<file path="config.mk">
export PLATFORM = sky130hd
export DESIGN_NAME = dbg2w_slave
export DESIGN_NICKNAME = d
export VERILOG_FILES = /design/src/rtl/dbg2w_pkg.sv /design/src/rtl/dbg2w_sync.sv /design/src/rtl/dbg2w_edge.sv /design/src/rtl/dbg2w_entry.sv /design/src/rtl/dbg2w_frame.sv /design/src/rtl/dbg2w_slave.sv
export SDC_FILE = /design/constraint.sdc
export NUM_CORES = 1
export LEC_CHECK = 0
export BUFFER_PORTS_ARGS = -buffer_cell sky130_fd_sc_hd__buf_2
export CAP_MARGIN = 5
export CORE_UTILIZATION = 63
export DETAILED_ROUTE_END_ITERATION = 6
export PLACE_DENSITY = 0.83
export SLEW_MARGIN = 20
export SYNTH_ARGS = -nofsm -noshare
export SYNTH_HDL_FRONTEND = slang
export SYNTH_HIERARCHICAL = 1
export SYNTH_SLANG_ARGS = --single-unit
</file>
<file path="constraint.sdc">
create_clock -name clk -period 5.2 [get_ports clk]
set_input_delay 0.26 -clock clk [delete_from_list [all_inputs] [get_ports clk]]
set_output_delay 0.26 -clock clk [all_outputs]
set_load 0.01 [all_outputs]
</file>
<file path="src/rtl/dbg2w_pkg.sv">
package dbg2w_pkg;

    // Command byte field layout
    localparam int unsigned OPS_FIELD_W  = 2;
    localparam int unsigned RSP_FLAG_BIT = 2;
    localparam int unsigned MAX_OPS      = (1 << OPS_FIELD_W) - 1;

    // Number of clock edges that arm debug mode
    localparam int unsigned ENTRY_EDGES  = 2;

    typedef enum logic [1:0] {
        M_GPIO,
        M_GPIO_ARM,
        M_DEBUG,
        M_DEBUG_ARM
    } mode_st_e;

    typedef enum logic [2:0] {
        F_OFF,
        F_CMD,
        F_OPS,
        F_RSP_ARM,
        F_RSP_WAIT,
        F_RSP_RDY,
        F_RSP_SHIFT
    } frame_st_e;

endpackage

</file>
<file path="src/rtl/dbg2w_sync.sv">
module dbg2w_sync #(
    parameter int unsigned       WIDTH   = 1,
    parameter int unsigned       STAGES  = 2,
    parameter logic [WIDTH-1:0]  RST_VAL = '0
) (
    input  logic             clk,
    input  logic             rst_n,
    input  logic [WIDTH-1:0] d,
    output logic [WIDTH-1:0] q
);

    logic [WIDTH-1:0] stage_q [STAGES];

    generate
        for (genvar s = 0; s < STAGES; s++) begin : g_stage
            if (s == 0) begin : g_first
                always_ff @(posedge clk or negedge rst_n) begin
                    if (!rst_n) stage_q[s] <= RST_VAL;
                    else        stage_q[s] <= d;
                end
            end else begin : g_next
                always_ff @(posedge clk or negedge rst_n) begin
                    if (!rst_n) stage_q[s] <= RST_VAL;
                    else        stage_q[s] <= stage_q[s-1];
                end
            end
        end
    endgenerate

    assign q = stage_q[STAGES-1];

endmodule

</file>
<file path="src/rtl/dbg2w_edge.sv">
module dbg2w_edge #(
    parameter logic RST_VAL = 1'b0
) (
    input  logic clk,
    input  logic rst_n,
    input  logic level,
    output logic rise,
    output logic fall
);

    logic prev_q;

    always_ff @(posedge clk or negedge rst_n) begin
        if (!rst_n) prev_q <= RST_VAL;
        else        prev_q <= level;
    end

    assign rise = level & ~prev_q;
    assign fall = ~level & prev_q;

endmodule

</file>
<file path="src/rtl/dbg2w_entry.sv">
module dbg2w_entry
    import dbg2w_pkg::*;
#(
    parameter int unsigned CNT_W = 2
) (
    input  logic     clk,
    input  logic     rst_n,
    input  logic     rst_s,
    input  logic     dclk_rise,
    output logic     dbg_mode,
    output logic     engine_en,
    output mode_st_e mstate
);

    localparam logic [CNT_W-1:0] CNT_MAX  = {CNT_W{1'b1}};
    localparam logic [CNT_W-1:0] CNT_ARM  = CNT_W'(ENTRY_EDGES);
    localparam logic [CNT_W-1:0] CNT_NONE = '0;

    mode_st_e         state_q, state_d;
    logic [CNT_W-1:0] edge_cnt_q;
    logic [CNT_W-1:0] edge_cnt_inc;

    // State register
    always_ff @(posedge clk or negedge rst_n) begin
        if (!rst_n) state_q <= M_GPIO;
        else        state_q <= state_d;
    end

    // Next state
    always_comb begin
        state_d = state_q;
        unique case (state_q)
            M_GPIO:      if (!rst_s) state_d = M_GPIO_ARM;
            M_GPIO_ARM:  if (rst_s)  state_d = (edge_cnt_q == CNT_ARM)  ? M_DEBUG : M_GPIO;
            M_DEBUG:     if (!rst_s) state_d = M_DEBUG_ARM;
            M_DEBUG_ARM: if (rst_s)  state_d = (edge_cnt_q == CNT_NONE) ? M_GPIO  : M_DEBUG;
            default:     state_d = M_GPIO;
        endcase
    end

    // Saturating edge counter, live only while reset is held low
    assign edge_cnt_inc = (edge_cnt_q == CNT_MAX) ? edge_cnt_q : edge_cnt_q + 1'b1;

    always_ff @(posedge clk or negedge rst_n) begin
        if (!rst_n) begin
            edge_cnt_q <= '0;
        end else begin
            unique case (state_q)
                M_GPIO_ARM, M_DEBUG_ARM: if (dclk_rise) edge_cnt_q <= edge_cnt_inc;
                default:                 edge_cnt_q <= '0;
            endcase
        end
    end

    // Outputs
    always_comb begin
        dbg_mode  = (state_q == M_DEBUG) || (state_q == M_DEBUG_ARM);
        engine_en = (state_q == M_DEBUG);
        mstate    = state_q;
    end

endmodule

</file>
<file path="src/rtl/dbg2w_frame.sv">
module dbg2w_frame
    import dbg2w_pkg::*;
#(
    parameter int unsigned BYTE_W = 8
) (
    input  logic                      clk,
    input  logic                      rst_n,
    input  logic                      en,
    input  logic                      dat_s,
    input  logic                      dclk_rise,
    input  logic                      dclk_fall,
    output logic                      cmd_valid_o,
    input  logic                      cmd_ready_i,
    output logic [BYTE_W-1:0]         cmd_byte_o,
    output logic [MAX_OPS*BYTE_W-1:0] cmd_ops_o,
    input  logic                      rsp_valid_i,
    output logic                      rsp_ready_o,
    input  logic [BYTE_W-1:0]         rsp_data_i,
    output logic                      pin_out_o,
    output logic                      pin_oe_o,
    output frame_st_e                 fstate_o
);

    localparam int unsigned OPS_BITS = MAX_OPS * BYTE_W;
    localparam int unsigned BIT_W    = $clog2(BYTE_W);
    localparam logic [BIT_W-1:0] BIT_LAST = BIT_W'(BYTE_W - 1);

    frame_st_e              state_q, state_d;
    logic [BIT_W-1:0]       bit_cnt_q;
    logic [OPS_FIELD_W-1:0] op_cnt_q;
    logic [OPS_FIELD_W-1:0] nops_q;
    logic                   rsp_req_q;
    logic                   rsp_have_q;
    logic [BYTE_W-1:0]      shreg_q;
    logic [BYTE_W-1:0]      cmd_q;
    logic [OPS_BITS-1:0]    ops_acc_q;
    logic [BYTE_W-1:0]      tx_q;

    logic [BYTE_W-1:0]      new_byte;
    logic                   byte_done;
    logic [OPS_FIELD_W-1:0] new_nops;
    logic                   new_rsp;
    logic                   last_op;
    logic                   rsp_fire;
    logic [OPS_BITS-1:0]    ops_ins;

    // Shared decode
    always_comb begin
        new_byte  = {shreg_q[BYTE_W-2:0], dat_s};
        byte_done = dclk_fall && (bit_cnt_q == BIT_LAST);
        new_nops  = new_byte[OPS_FIELD_W-1:0];
        new_rsp   = new_byte[RSP_FLAG_BIT];
        last_op   = ((op_cnt_q + 1'b1) == nops_q);
        ops_ins   = ops_acc_q;
        for (int k = 0; k < int'(MAX_OPS); k++) begin
            if (op_cnt_q == OPS_FIELD_W'(k)) ops_ins[k*BYTE_W +: BYTE_W] = new_byte;
        end
    end

    assign rsp_ready_o = ((state_q == F_RSP_ARM) || (state_q == F_RSP_WAIT)) && !rsp_have_q;
    assign rsp_fire    = rsp_ready_o && rsp_valid_i;
    assign fstate_o    = state_q;

    // State register
    always_ff @(posedge clk or negedge rst_n) begin
        if (!rst_n) state_q <= F_OFF;
        else        state_q <= state_d;
    end

    // Next state
    always_comb begin
        state_d = state_q;
        if (!en) begin
            state_d = F_OFF;
        end else begin
            unique case (state_q)
                F_OFF: state_d = F_CMD;
                F_CMD: begin
                    if (byte_done) begin
                        if (new_nops != '0) state_d = F_OPS;
                        else if (new_rsp)   state_d = F_RSP_ARM;
                        else                state_d = F_CMD;
                    end
                end
                F_OPS: begin
                    if (byte_done && last_op) state_d = rsp_req_q ? F_RSP_ARM : F_CMD;
                end
                F_RSP_ARM: begin
                    if (dclk_rise) state_d = (rsp_have_q || rsp_fire) ? F_RSP_RDY : F_RSP_WAIT;
                end
                F_RSP_WAIT:  if (rsp_fire)  state_d = F_RSP_RDY;
                F_RSP_RDY:   if (dclk_rise) state_d = F_RSP_SHIFT;
                F_RSP_SHIFT: if (byte_done) state_d = F_CMD;
                default:     state_d = F_OFF;
            endcase
        end
    end

    // Datapath and outputs
    always_ff @(posedge clk or negedge rst_n) begin
        if (!rst_n) begin
            bit_cnt_q   <= '0;
            op_cnt_q    <= '0;
            nops_q      <= '0;
            rsp_req_q   <= 1'b0;
            rsp_have_q  <= 1'b0;
            shreg_q     <= '0;
            cmd_q       <= '0;
            ops_acc_q   <= '0;
            tx_q        <= '0;
            cmd_valid_o <= 1'b0;
            cmd_byte_o  <= '0;
            cmd_ops_o   <= '0;
            pin_out_o   <= 1'b0;
            pin_oe_o    <= 1'b0;
        end else begin
            if (cmd_valid_o && cmd_ready_i) cmd_valid_o <= 1'b0;

            if (!en) begin
                bit_cnt_q  <= '0;
                rsp_have_q <= 1'b0;
                pin_out_o  <= 1'b0;
                pin_oe_o   <= 1'b0;
            end else begin
                unique case (state_q)
                    F_OFF: begin
                        bit_cnt_q <= '0;
                    end
                    F_CMD: begin
                        if (dclk_fall) begin
                            shreg_q   <= new_byte;
                            bit_cnt_q <= bit_cnt_q + 1'b1;
                        end
                        if (byte_done) begin
                            cmd_q      <= new_byte;
                            nops_q     <= new_nops;
                            rsp_req_q  <= new_rsp;
                            rsp_have_q <= 1'b0;
                            op_cnt_q   <= '0;
                            ops_acc_q  <= '0;
                            if (new_nops == '0) begin
                                cmd_valid_o <= 1'b1;
                                cmd_byte_o  <= new_byte;
                                cmd_ops_o   <= '0;
                            end
                        end
                    end
                    F_OPS: begin
                        if (dclk_fall) begin
                            shreg_q   <= new_byte;
                            bit_cnt_q <= bit_cnt_q + 1'b1;
                        end
                        if (byte_done) begin
                            ops_acc_q <= ops_ins;
                            op_cnt_q  <= op_cnt_q + 1'b1;
                            if (last_op) begin
                                cmd_valid_o <= 1'b1;
                                cmd_byte_o  <= cmd_q;
                                cmd_ops_o   <= ops_ins;
                            end
                        end
                    end
                    F_RSP_ARM: begin
                        if (rsp_fire) begin
                            tx_q       <= rsp_data_i;
                            rsp_have_q <= 1'b1;
                        end
                        if (dclk_rise) begin
                            pin_oe_o  <= 1'b1;
                            pin_out_o <= rsp_have_q || rsp_fire;
                        end
                    end
                    F_RSP_WAIT: begin
                        if (rsp_fire) begin
                            tx_q       <= rsp_data_i;
                            rsp_have_q <= 1'b1;
                            pin_out_o  <= 1'b1;
                        end
                    end
                    F_RSP_RDY: begin
                        if (dclk_rise) begin
                            pin_out_o <= tx_q[BYTE_W-1];
                            tx_q      <= {tx_q[BYTE_W-2:0], 1'b0};
                            bit_cnt_q <= '0;
                        end
                    end
                    F_RSP_SHIFT: begin
                        if (dclk_rise) begin
                            pin_out_o <= tx_q[BYTE_W-1];
                            tx_q      <= {tx_q[BYTE_W-2:0], 1'b0};
                        end
                        if (dclk_fall) bit_cnt_q <= bit_cnt_q + 1'b1;
                        if (byte_done) begin
                            pin_oe_o   <= 1'b0;
                            pin_out_o  <= 1'b0;
                            rsp_have_q <= 1'b0;
                        end
                    end
                    default: begin
                        bit_cnt_q <= '0;
                    end
                endcase
            end
        end
    end

endmodule

</file>
<file path="src/rtl/dbg2w_slave.sv">
module dbg2w_slave
    import dbg2w_pkg::*;
#(
    parameter int unsigned SYNC_STAGES = 2,
    parameter int unsigned BYTE_W      = 8,
    parameter int unsigned ENTRY_CNT_W = 2
) (
    input  logic                      clk,
    input  logic                      rst_n,
    input  logic                      chip_rst_n_i,
    input  logic                      dclk_i,
    input  logic                      ddat_i,
    output logic                      ddat_o,
    output logic                      ddat_oe_o,
    output logic                      dbg_mode_o,
    output logic                      cmd_valid_o,
    input  logic                      cmd_ready_i,
    output logic [BYTE_W-1:0]         cmd_byte_o,
    output logic [MAX_OPS*BYTE_W-1:0] cmd_ops_o,
    input  logic                      rsp_valid_i,
    output logic                      rsp_ready_o,
    input  logic [BYTE_W-1:0]         rsp_data_i
);

    localparam int unsigned PIN_N = 3;

    logic      rst_s;
    logic      dat_s;
    logic      dclk_s;
    logic      dclk_rise;
    logic      dclk_fall;
    logic      engine_en;
    mode_st_e  mstate;
    frame_st_e fstate;

    dbg2w_sync #(
        .WIDTH   (PIN_N),
        .STAGES  (SYNC_STAGES),
        .RST_VAL (3'b100)
    ) u_sync (
        .clk   (clk),
        .rst_n (rst_n),
        .d     ({chip_rst_n_i, ddat_i, dclk_i}),
        .q     ({rst_s, dat_s, dclk_s})
    );

    dbg2w_edge #(
        .RST_VAL (1'b0)
    ) u_edge (
        .clk   (clk),
        .rst_n (rst_n),
        .level (dclk_s),
        .rise  (dclk_rise),
        .fall  (dclk_fall)
    );

    dbg2w_entry #(
        .CNT_W (ENTRY_CNT_W)
    ) u_entry (
        .clk       (clk),
        .rst_n     (rst_n),
        .rst_s     (rst_s),
        .dclk_rise (dclk_rise),
        .dbg_mode  (dbg_mode_o),
        .engine_en (engine_en),
        .mstate    (mstate)
    );

    dbg2w_frame #(
        .BYTE_W (BYTE_W)
    ) u_frame (
        .clk         (clk),
        .rst_n       (rst_n),
        .en          (engine_en),
        .dat_s       (dat_s),
        .dclk_rise   (dclk_rise),
        .dclk_fall   (dclk_fall),
        .cmd_valid_o (cmd_valid_o),
        .cmd_ready_i (cmd_ready_i),
        .cmd_byte_o  (cmd_byte_o),
        .cmd_ops_o   (cmd_ops_o),
        .rsp_valid_i (rsp_valid_i),
        .rsp_ready_o (rsp_ready_o),
        .rsp_data_i  (rsp_data_i),
        .pin_out_o   (ddat_o),
        .pin_oe_o    (ddat_oe_o),
        .fstate_o    (fstate)
    );

endmodule

</file>
== After elaboration in Yosys (flattened, before gate mapping) ==
Index checks and enable logic that the tools add are counted.
W data, S select, Z words.

* Output and inout port bits: 37
* Logic and storage cells: 169
* Bits in registers: 105
* Input port bits: 15

* Muxes and demuxes: 67
* Equality and inequality tests: 40
* Bitwise gates (word level): 4
* Reductions and logical operators: 35
* Add/subtract/negate cells: 3

{| class="wikitable"
|+ Operators by type and width
! kind !! number
|-
| $mux W24 || 6
|-
| $pmux W24 S2 || 2
|-
| $mux W8 || 9
|-
| $mux W3 || 11
|-
| $ne A3 B3 Y1 const B || 11
|-
| $pmux W8 S2 || 2
|-
| $mux W2 || 13
|-
| $pmux W3 S7 || 1
|-
| $reduce_and A3 Y1 || 6
|-
| $mux W1 || 16
|-
| $ne A2 B2 Y1 const B || 7
|-
| $eq A3 B3 Y1 const B || 4
|-
| $ne A2 B1 Y1 const B || 6
|-
| $reduce_and A4 Y1 || 3
|-
| $reduce_and A6 Y1 || 2
|-
| $eq A2 B2 Y1 const B || 5
|-
| $reduce_or A2 Y1 || 5
|-
| $pmux W3 S3 || 1
|-
| $logic_not A2 Y1 || 4
|-
| $pmux W2 S4 || 1
|-
| $eq A3 B2 Y1 const B || 2
|-
| $pmux W1 S2 || 3
|-
| $reduce_bool A2 Y1 || 3
|-
| $logic_and A1 B1 Y1 || 5
|-
| 15 further kinds || 21
|}

== Logic depth before layout (Yosys ltp) ==
Gate-level depths: netlist of run 1.

* Depth after elaboration: 9
* Gate-level depth with buffers: 8
* Depth with buffers taken out: 6

== By module ==
The synthesis of run 1 kept the hierarchy.

{| class="wikitable"
|+ By module, submodules not included
! module !! times used !! cells each !! area each (um^2) !! sequential area each (um^2)
|-
| dbg2w_frame || 1 || 353 || 4454.3 || 2277.2
|-
| dbg2w_entry || 1 || 19 || 219.0 || 100.1
|-
| dbg2w_sync || 1 || 9 || 175.2 || 152.6
|-
| dbg2w_edge || 1 || 3 || 40.0 || 25.0
|}

== Worst setup path after synthesis of run 1 ==
OpenSTA, ideal clock, no wires.

* Path type: flip-flop to flip-flop
* Start point: register u_entry.state_q[0], in the netlist u_entry/mstate[0]
* End point: register u_frame.cmd_byte_o[3]
* Data required time: 5075 ps
* Library setup time: 125 ps
* Cell stages (with the launch flop): 7
* Data arrival time: 1942 ps
* Clock period less this slack: 2067 ps
* Path buffers: 1
* Path slack: 3133 ps
* Path through: dfrtp_1 nor2b_1 nand4b_4 nor2_8 a32oi_4 buf_6 mux2_4

* Cells in the longest elaborated chain, start to end: 2

{| class="wikitable"
|+ Ends and longest elaborated chain
! element !! line !! text
|-
| start: declaration || dbg2w_entry.sv:19 || <nowiki>mode_st_e state_q, state_d;</nowiki>
|-
| start signal: assignment || dbg2w_entry.sv:26 || <nowiki>else state_q <= state_d;</nowiki>
|-
| $eq A2 B2 Y1 || dbg2w_entry.sv:58 || <nowiki>engine_en = (state_q == M_DEBUG);</nowiki>
|-
| via engine_en || dbg2w_slave.sv:32 || <nowiki>logic engine_en;</nowiki>
|-
| $reduce_and A6 Y1 (no source line) || - ||
|-
| end signal: assignment || dbg2w_frame.sv:143 || <nowiki>cmd_byte_o <= new_byte;</nowiki>
|-
| end signal: assignment || dbg2w_frame.sv:158 || <nowiki>cmd_byte_o <= cmd_q;</nowiki>
|-
| end: declaration || dbg2w_frame.sv:14 || <nowiki>output logic [BYTE_W-1:0] cmd_byte_o,</nowiki>
|}

The timed path passes the listed nets, and every way through them passes these cells.
A chain may end at the register's enable or synchronous reset.

== Worst setup path in the final report of run 1 ==
* Start point: register u_frame.state_q[1], in the netlist u_frame/fstate_o[1]
* End point: register u_frame.cmd_byte_o[3]

* Cells in the longest elaborated chain, start to end: 3
* Elaborated cells between the ends (all ways): 9
* Those cells by class: eq/ne: 6; mux: 1; reduce/logical: 2

{| class="wikitable"
|+ Ends and longest elaborated chain
! element !! line !! text
|-
| start: declaration || dbg2w_frame.sv:28 || <nowiki>frame_st_e state_q, state_d;</nowiki>
|-
| start signal: assignment || dbg2w_frame.sv:67 || <nowiki>else state_q <= state_d;</nowiki>
|-
| $eq A3 B2 Y1 / $eq A3 B1 Y1 (equally long branches) || dbg2w_frame.sv:125 || <nowiki>unique case (state_q)</nowiki>
|-
| $ne A2 B1 Y1 (no source line) / $reduce_bool A2 Y1 (equally long branches) || - ||
|-
| $reduce_and A6 Y1 (no source line) || - ||
|}

Several ways; a longest one is shown, not always the timed one.

==> results.ini, run 1 <==
[setup_path]
start_kind = register
cp_slowest_cell = nor3b_4
path_max_fanout = 21
crit_path_end_kind = register
path_class = register to register
cp_data_arrival_time_ns = 2.91
crit_chain = nor3b_4, a32oi_4, buf_16, mux2_4
required_ns = 5.45
slowest_delay_ns = 0.83

[power_and_ir_drop]
p_leak_uw = 0.00260
combPwrFrac_pct = 7.6
irDropWorstVdd_v = 0.000174
swShare_pct = 26.5
power.switching_uw = 373
pwr-share-seq_pct = 59.0
power.density_mw_per_mm2 = 262
p_clk_share_pct = 33.4
p_int_uw = 1030

[yosys]
synth_edf_count = 0
ys_seq_area_share_pct = 52.3
ys_warn_count = 6
synth-async-reset-ratio_pct = 100
synth_nets = 407
synth_cell_types = 60
synth_area_sq_mm = 0.00489
syn_inst = 384
yosys-top-cells-area = dfrtp_1, mux2_2, mux2i_1, a22o_1, o2bb2ai_1
synth-seq-cells = 102
synth_ff_type = dfrtp_1
yosysTopAreaCellShare_pct = 51.2
syn_area_per_cell_sq_um = 12.7
synth.largest_area_cell = dfrtp_1

[floorplanning]
row_count = 31
io_pins = 52
initial_core_util_pct = 66.3
die-area_sq_mm = 0.00812
die_y_um = 90.1
fp.coreArea_sq_mm = 0.00737
die_w_um = 90.1

[clocking]
insertion_delay_ns = 0.36
cts_buffer_depth = 2
clock-sinks = 102
cts_setup_buffers = 0
htree_levels = 3
cts_tree = built
cts_buffers = 9
postCtsHoldBufs = 4
clk_pin_slew_ns = 0.10
clockRootBuffer = clkbuf_8
cts_resized = 0

[sta]
fin_crit_ns = 2.66
clock_skew_ns = 0.0121
timing.slew.headroom_pct = 42.1
min_period_over_period_pct = 51.2
fin_setup_tns_ns = 0
report.final.slew_viol_count = 0
hold_viol_final = 0
fmax_mhz = 376
rsz0062_at_grt = false
setup_violations = 0
tightest_slew_ns = 0.868

[layout]
final_common_cell = dfrtp_1
n_antenna_cell = 0
drive_above_1_share_pct = 32.1
final_area_sq_mm = 0.00536
finalNetCount = 442
area_delta_synth_final_pct = 9.60
final_cell_mix = dfrtp_1, buf_2, mux2_2, mux2i_1, a22o_1

[global_route]
grt_max_degree = 63
grt_first_pass_wirelength_um = 16300
grtUsageTotal_pct = 25.2
grt_pass1_vias = 3223
overflow = 0
antenna_found_initial = 0

[route]
drtAntennaViolNets = 0
drt_iter0_drc = 142
drt_first_pass_iters = 4
wire_per_inst_um = 17.9
viasPerCell = 6.07
num_vias = 3176
routed_wl_um = 9340
drc = 0

[placed_design]
hpwl_um = 6050
gp_congestion = 0.822
place_area_sq_mm = 0.00510
portBuffers = 51

[worst_hold_path]
holdCritPathClass = input pin to register

[status]
status = finished clean

[run]
maxCapViolCount = 0

[logic make-up (layout without fill, tap and decap cells)]
kind of cell | count (synthesis) | count (layout) | synth area share (%)
flops | 102 | 102 | 52.3
mux | 75 | 75 | 16.8
xor+xnor | 4 | 4 | 0.717
fa+ha+maj | 8 | 8 | 2.05
compound gates | 92 | 92 | 15.0
buf+inv | 44 | 84 | 4.50
simple gates | 59 | 59 | 8.65
[layer usage]
metal	share of wire, %	wire (um)	GRT usage (%)	vias to the layer above
li1	-	-	-	1481
met5	0	0	0	-
met4	0.62	58	9.68	0
met1	49	4560	36.6	1617
met3	3.2	296	3.81	6
met2	47	4420	38.7	72
[cell usage after synthesis (2+ instances only)]
| master | instances |
|---|---|
| buf_4 | 6 |
| a21oi_1 | 12 |
| clkbuf_1 | 12 |
| buf_1 | 5 |
| mux2i_1 | 28 |
| mux2_4 | 3 |
| dfrtp_1 | 100 |
| a22o_1 | 26 |
| nand3_1 | 3 |
| o21ai_2 | 3 |
| nand3b_1 | 3 |
| and3_1 | 3 |
| nand2b_1 | 9 |
| nor2b_1 | 5 |
| mux2_2 | 44 |
| dfstp_2 | 2 |
| o21a_1 | 2 |
| a31oi_1 | 2 |
| xnor2_1 | 3 |
| buf_2 | 8 |
| or3_1 | 2 |
| and2_1 | 2 |
| o2bb2ai_1 | 25 |
| o221ai_1 | 3 |
| nor2_1 | 9 |
| nand2_1 | 7 |
| o21ai_0 | 7 |
| buf_6 | 3 |
| ha_1 | 8 |
| inv_1 | 9 |
[sequential cells by signal, indices dropped and copies added, names as in the netlist, 2 cells and up]
signal	count
u_frame/op_cnt_q	2
u_frame/ops_acc_q	24
u_frame/tx_q	8
u_entry/mstate	2
u_frame/cmd_byte_o	8
u_frame/shreg_q	7
u_sync/q	3
u_entry/edge_cnt_q	2
u_sync/stage_q	3
u_frame/cmd_ops_o	24
u_frame/cmd_q	7
u_frame/bit_cnt_q	3
u_frame/fstate_o	3
[worst max-delay path, delay by kind of cell, from the launching register on]
| kind | cells | cell delay (ns) |
|---|---|---|
| multiplexers | 1 | 0.30 |
| AO/OA/AOI/OAI | 1 | 0.41 |
| flip-flops | 1 | 0.73 |
| AND/OR/NAND/NOR | 1 | 0.83 |
| buffers and inverters | 1 | 0.28 |
[power by group through the flow]
stage          clock network, uW  registers, uW  logic, uW
2_1_floorplan                  0            825       85.7
3_3_place_gp                   0            842        103
3_5_place_dp                   0            843        106
4_1_cts                      486            827        109
5_1_grt                      522            830        121
6_report                     469            828        107
[through the flow]
step	hold WS (ns)	util [%]	total power, uW	cells	worst slack [ns]
finish	0.0516	72.7	1400	523	2.54
global route	0.0467	72.7	1470	523	2.40
CTS	0.0364	72.3	1420	522	2.48
detailed placement	0.262	69.2	949	502	2.50
global placement	0.256	69.2	945	502	2.64
floorplan	-0.0356	-	911	384	3.13
[layout make-up]
class                      instances  area (sq um)
timing repair buffer              58           340
clock buffer                       9           124
tap                               99           124
clock inverter                     7          63.8
multi-input combinational        238          2110
fill                             522          2010
sequential                       102          2550
inverter                          10          37.5
[final timing paths]
| kind | from | to | slack [ns] | depth (start not counted) |
|---|---|---|---|---|
| max | u_frame/fstate_o[1] | u_frame/cmd_byte_o[3] | 2.54 | 4 |
| min | cmd_ready_i | u_frame/cmd_valid_o | 0.05 | 2 |
| max reg2reg | u_frame/fstate_o[1] | u_frame/cmd_byte_o[3] | 2.54 | 4 |
| min reg2reg | u_sync/stage_q[5] | u_sync/q[2] | 0.36 | 0 |
| max in group asynchronous | rst_n | u_frame/cmd_q[4] | 3.65 | 3 |
| min in group asynchronous | rst_n | u_frame/pin_oe_o | 0.40 | 2 |
(Power assumes the default switching activity.)
==> run 2, diff against run 1 <==
CORE_UTILIZATION = 59   (was 63)
PLACE_DENSITY = 0.78   (was 0.83)
clock period = 2.7 ns   (was 5.2 ns; I/O delays follow)
==> results.ini, run 2 (same netlist as run 1, synthesis figures left out) <==
[floorplanning]
initial_core_util_pct = 62.0
die_w_um = 93.0
fp.coreArea_sq_mm = 0.00789
die-area_sq_mm = 0.00865
io_pins = 52
die_y_um = 93.0
row_count = 32

[global_route]
grt_busiest_layer = met2
grt_pass1_vias = 3257
met2_usage_pct = 39.0
grt_max_degree = 64
antenna_found_initial = 0
grtUsageTotal_pct = 24.7
overflow = 0
grt_use_met1_pct = 33.5
grt_first_pass_wirelength_um = 16400
use_met3_pct = 5.69

[sta]
tightest_slew_ns = 0.774
holdWs_ns = 0.131
setup_violations = 0
rsz0062_at_grt = false
min_period_over_period_pct = 82.3
fin_crit_ns = 2.22
hold_viol_final = 0
clock_skew_ns = 0.0129
fmax_mhz = 450
timing.slew.headroom_pct = 48.4
report.final.slew_viol_count = 0
fin_setup_tns_ns = 0

[power_and_ir_drop]
pwr-share-seq_pct = 59.6
combPwrFrac_pct = 7.8
power.switching_uw = 696
swShare_pct = 26.0
irDropWorstVdd_v = 0.000413
power.density_mw_per_mm2 = 497
p_int_uw = 1980
p_clk_share_pct = 32.6
p_leak_uw = 0.00261

[layout]
finalNetCount = 448
final_common_cell = dfrtp_1
area_delta_synth_final_pct = 10.0
multi_input_area_sq_mm = 0.00211
fillerInstances = 585
final_cell_mix = dfrtp_1, buf_2, mux2_2, mux2i_1, a22o_1
regArea_sq_mm = 0.00255
final_util_pct = 68.2
drive_above_1_share_pct = 32.1
n_antenna_cell = 0
reg.largest.list = u_frame/cmd_ops_o: 24 flops, u_frame/ops_acc_q: 24 flops

[setup_path]
r2r-end = u_frame/cmd_ops_o[5]
path_class = register to register
path_max_fanout = 25
rr_worst_depth = 7
crit_path_end_kind = register
cp-endpoint = u_frame/cmd_ops_o[5]
crit_start = u_frame/op_cnt_q[0]
required_ns = 2.98
start_kind = register
cp_data_arrival_time_ns = 2.50
r2r_slack_ns = 0.48
r2r_start = u_frame/op_cnt_q[0]

[clocking]
cts_buffers = 9
clk_pin_slew_ns = 0.10
clock-sinks = 102
cts_tree = built
cts_setup_buffers = 0
htree_levels = 3
cts_buffer_depth = 2
insertion_delay_ns = 0.36
clockRootBuffer = clkbuf_8

[route]
drc = 0
routed_wl_um = 9510
drt_iter0_drc = 82
drt_first_pass_iters = 4
num_vias = 3177
viasPerCell = 5.97
drtAntennaViolNets = 0
wire_per_inst_um = 17.9

[placed_design]
gp_congestion = 0.892
portBuffers = 51
hpwl_um = 6360

[run]
maxCapViolCount = 0

[status]
status = finished clean

[worst_hold_path]
holdCritPathClass = input pin to register

-- run 2: cell types whose count changed in the layout (fill, tap and decap cells not counted), sizes merged --
| cell | before | now |
|---|---|---|
| buf | 54 | 58 |
| clkbuf | 9 | 11 |
| clkinv | 1 | 0 |
| clkinvlp | 2 | 3 |
| dlygate4sd3 | 4 | 6 |
| inv | 14 | 12 |
-- run 2: layer usage --
metal  part of all wire, %  up-vias
met3                   4.2       20
met5                     0        -
li1                      -     1486
met2                    48       73
met1                    45     1598
met4                   2.9        0
-- run 2: timing repair --
item | in CTS | in global routing
gates resized for setup | 0 | 0
endpoints found under the hold margin | 64 | 0
hold buffers | 6 | 0
-- run 2: how the worst min path moves through the flow --
stage                       start                 to  slack, ns  cells past startpoint
global placement     chip_rst_n_i  u_sync/stage_q[5]       0.24                      1
finish              rsp_data_i[1]    u_frame/tx_q[1]       0.13                      3
floorplan                   rst_n      u_edge/prev_q      -0.16                      0
CTS                 rsp_data_i[7]    u_frame/tx_q[7]       0.12                      3
global route        rsp_data_i[5]    u_frame/tx_q[5]       0.12                      3
detailed placement   chip_rst_n_i  u_sync/stage_q[5]       0.24                      1
-- run 2: power groups by stage --
stage                     sequential [uW]  combinational [uW]  clock, uW
after floorplan                      1590                 165          0
after global placement               1620                 201          0
after detailed placement             1620                 205          0
after CTS                            1590                 212        906
after global routing                 1600                 235        958
final                                1590                 210        872
-- run 2: cell type report --
cell class,count,share of cell area (%)
tap,102,2.37
clock buffer,11,2.44
clock inverter,5,0.791
multi-input combinational,238,39.3
sequential,102,47.5
inverter,10,0.698
timing repair buffer,64,6.89
-- run 2: worst max-delay path: stages, from the launching register on --
cell and delay [ns]:
dfrtp_1 0.40, inv_1 0.10, ha_1 0.33, xor2_1 0.25, nor3_4 0.10, a32oi_4 0.45
buf_4 0.35, o2bb2ai_1 0.15
-- run 2: stage by stage --
step | std cells | setup slack (ns) | area [sq um] | power, uW
global route | 532 | 0.326 | 5380 | 2790
finish | 532 | 0.478 | 5380 | 2680
floorplan | 384 | 0.633 | 4890 | 1750
CTS | 532 | 0.466 | 5380 | 2710
detailed placement | 510 | 0.485 | 5140 | 1830
global placement | 510 | 0.541 | 5140 | 1820
==> run 3, diff against run 2 <==
clock period = 2.3 ns   (was 2.7 ns; I/O delays follow)
==> results.ini, run 3 (same netlist as run 1, synthesis figures left out) <==
[floorplanning]
fp.coreArea_sq_mm = 0.00789
die-area_sq_mm = 0.00865
die_y_um = 93.0
row_count = 32
io_pins = 52
initial_core_util_pct = 62.0
die_w_um = 93.0

[power_and_ir_drop]
power_uw = 3290
p_int_uw = 2450
pwr-share-seq_pct = 56.3
swShare_pct = 25.4
p_clk_share_pct = 34.7
irDropWorstVdd_v = 0.000371
power.density_mw_per_mm2 = 598
combPwrFrac_pct = 8.9
power.switching_uw = 836
p_leak_uw = 0.00269

[run]
maxCapViolCount = 0

[sta]
tightest_slew_ns = 0.554
hold_viol_final = 0
holdWs_ns = 0.116
min_period_over_period_pct = 93.2
clock_skew_ns = 0.0104
fin_setup_tns_ns = 0
report.final.slew_viol_count = 0
rsz0062_at_grt = false
fmax_mhz = 467
setup_violations = 0
fin_crit_ns = 2.14
timing.slew.headroom_pct = 63.1

[placed_design]
hpwl_um = 6480
portBuffers = 51
place_inst = 520
gp_congestion = 0.923

[clocking]
clock-sinks = 102
clockRootBuffer = clkbuf_8
htree_levels = 3
cts_buffer_depth = 2
clk_pin_slew_ns = 0.10
cts_buffers = 9
insertion_delay_ns = 0.36
cts_setup_buffers = 0
cts_tree = built

[global_route]
grt_first_pass_wirelength_um = 16700
met2_usage_pct = 40.3
use_met3_pct = 5.20
grt_max_degree = 75
antenna_found_initial = 0
grt_pass1_vias = 3343
grtUsageTotal_pct = 25.0
grt_busiest_layer = met2
grt_use_met1_pct = 34.2
overflow = 0

[layout]
final_util_pct = 69.6
area_delta_synth_final_pct = 12.4
reg.largest.list = u_frame/cmd_ops_o: 24 flops, u_frame/ops_acc_q: 24 flops
drive_above_1_share_pct = 33.9
stdcell_count = 542
n_antenna_cell = 0
final_common_cell = dfrtp_1
final_cell_mix = dfrtp_1, buf_2, mux2_2, mux2i_1, a22o_1
finalNetCount = 458

[status]
status = finished clean

[route]
viasPerCell = 5.94
drt_first_pass_iters = 4
drt_iter0_drc = 154
routed_wl_um = 9800
wire_per_inst_um = 18.1
drtAntennaViolNets = 0
drc = 0
num_vias = 3217

[setup_path]
crit_path_end_kind = register
r2r_slack_ns = 0.16
start_kind = register
path_class = register to register
r2r-end = u_frame/cmd_ops_o[1]
rr_worst_depth = 7
cp_data_arrival_time_ns = 2.42
path_max_fanout = 25
required_ns = 2.58
r2r_start = u_frame/op_cnt_q[0]

[worst_hold_path]
min-delay-start = rsp_data_i[5]
hold_path_end = u_frame/tx_q[5]
holdCritPathClass = input pin to register
whs_path_depth = 3

[run 3: cell count changes in the layout (fill, tap and decap cells not counted)]
cell        previous run  this run
clkinv_2               0         1
clkbuf_1               2         1
buf_12                 0         1
bufinv_16              0         1
buf_4                  8        16
buf_6                  0         1
clkinvlp_4             3         2
[run 3: cell type report]
| cell class | instances | area (sq um) |
|---|---|---|
| Timing Repair Buffer | 74 | 462 |
| Clock inverter | 6 | 70.1 |
| Clock buffer | 10 | 128 |
| Tap cell | 102 | 128 |
| Sequential cell | 102 | 2550 |
| Fill cell | 574 | 2390 |
| Inverter | 10 | 37.5 |
| Multi-Input combinational cell | 238 | 2110 |
[run 3: repair_timing]
item | CTS | global route
gates resized for setup | 0 | 1
hold buffers | 6 | 0
hold endpoints to repair | 33 | 0
endpoints found under the setup margin | 0 | 25
[run 3: worst max-delay path by stage]
stage                        startpoint               endpoint  slack, ns  depth (start not counted)
floorplan             u_entry/mstate[0]  u_frame/cmd_byte_o[3]       0.23                          6
global placement    u_frame/op_cnt_q[0]    u_frame/cmd_valid_o       0.21                          7
detailed placement  u_frame/op_cnt_q[0]    u_frame/cmd_valid_o       0.10                          7
CTS                 u_frame/op_cnt_q[0]   u_frame/cmd_ops_o[1]       0.07                          7
global route        u_frame/op_cnt_q[0]  u_frame/cmd_ops_o[11]      0.009                          7
finish              u_frame/op_cnt_q[0]   u_frame/cmd_ops_o[1]       0.16                          7
[run 3: routing by layer]
layer  part of all wire [%]  vias to the layer above
met5                      0                        -
met4                    1.5                        0
met3                    3.5                       13
met2                     48                       73
met1                     47                     1626
li1                       -                     1505
[run 3: critical path, cell delays in order (launching register included)]
cell,delay [ns]
dfrtp_1,0.40
inv_1,0.10
ha_1,0.33
xor2_1,0.25
nor3_4,0.07
a32oi_4,0.46
buf_6,0.29
o2bb2ai_1,0.15
[run 3: power groups by stage]
stage / Combinational [uW] / Sequential (uW) / Clock (uW)
2_1_floorplan: 194 / 1870 / 0
3_3_place_gp: 278 / 1890 / 0
3_5_place_dp: 287 / 1890 / 0
4_1_cts: 296 / 1850 / 1170
5_1_grt: 325 / 1860 / 1240
6_report: 294 / 1850 / 1140
[run 3: per-stage QoR]
stage               cell area (sq um)  worst slack (ns)
finish                           5490             0.157
global route                     5490           0.00899
CTS                              5490            0.0673
detailed placement               5230             0.105
global placement                 5230             0.213
floorplan                        4890             0.233
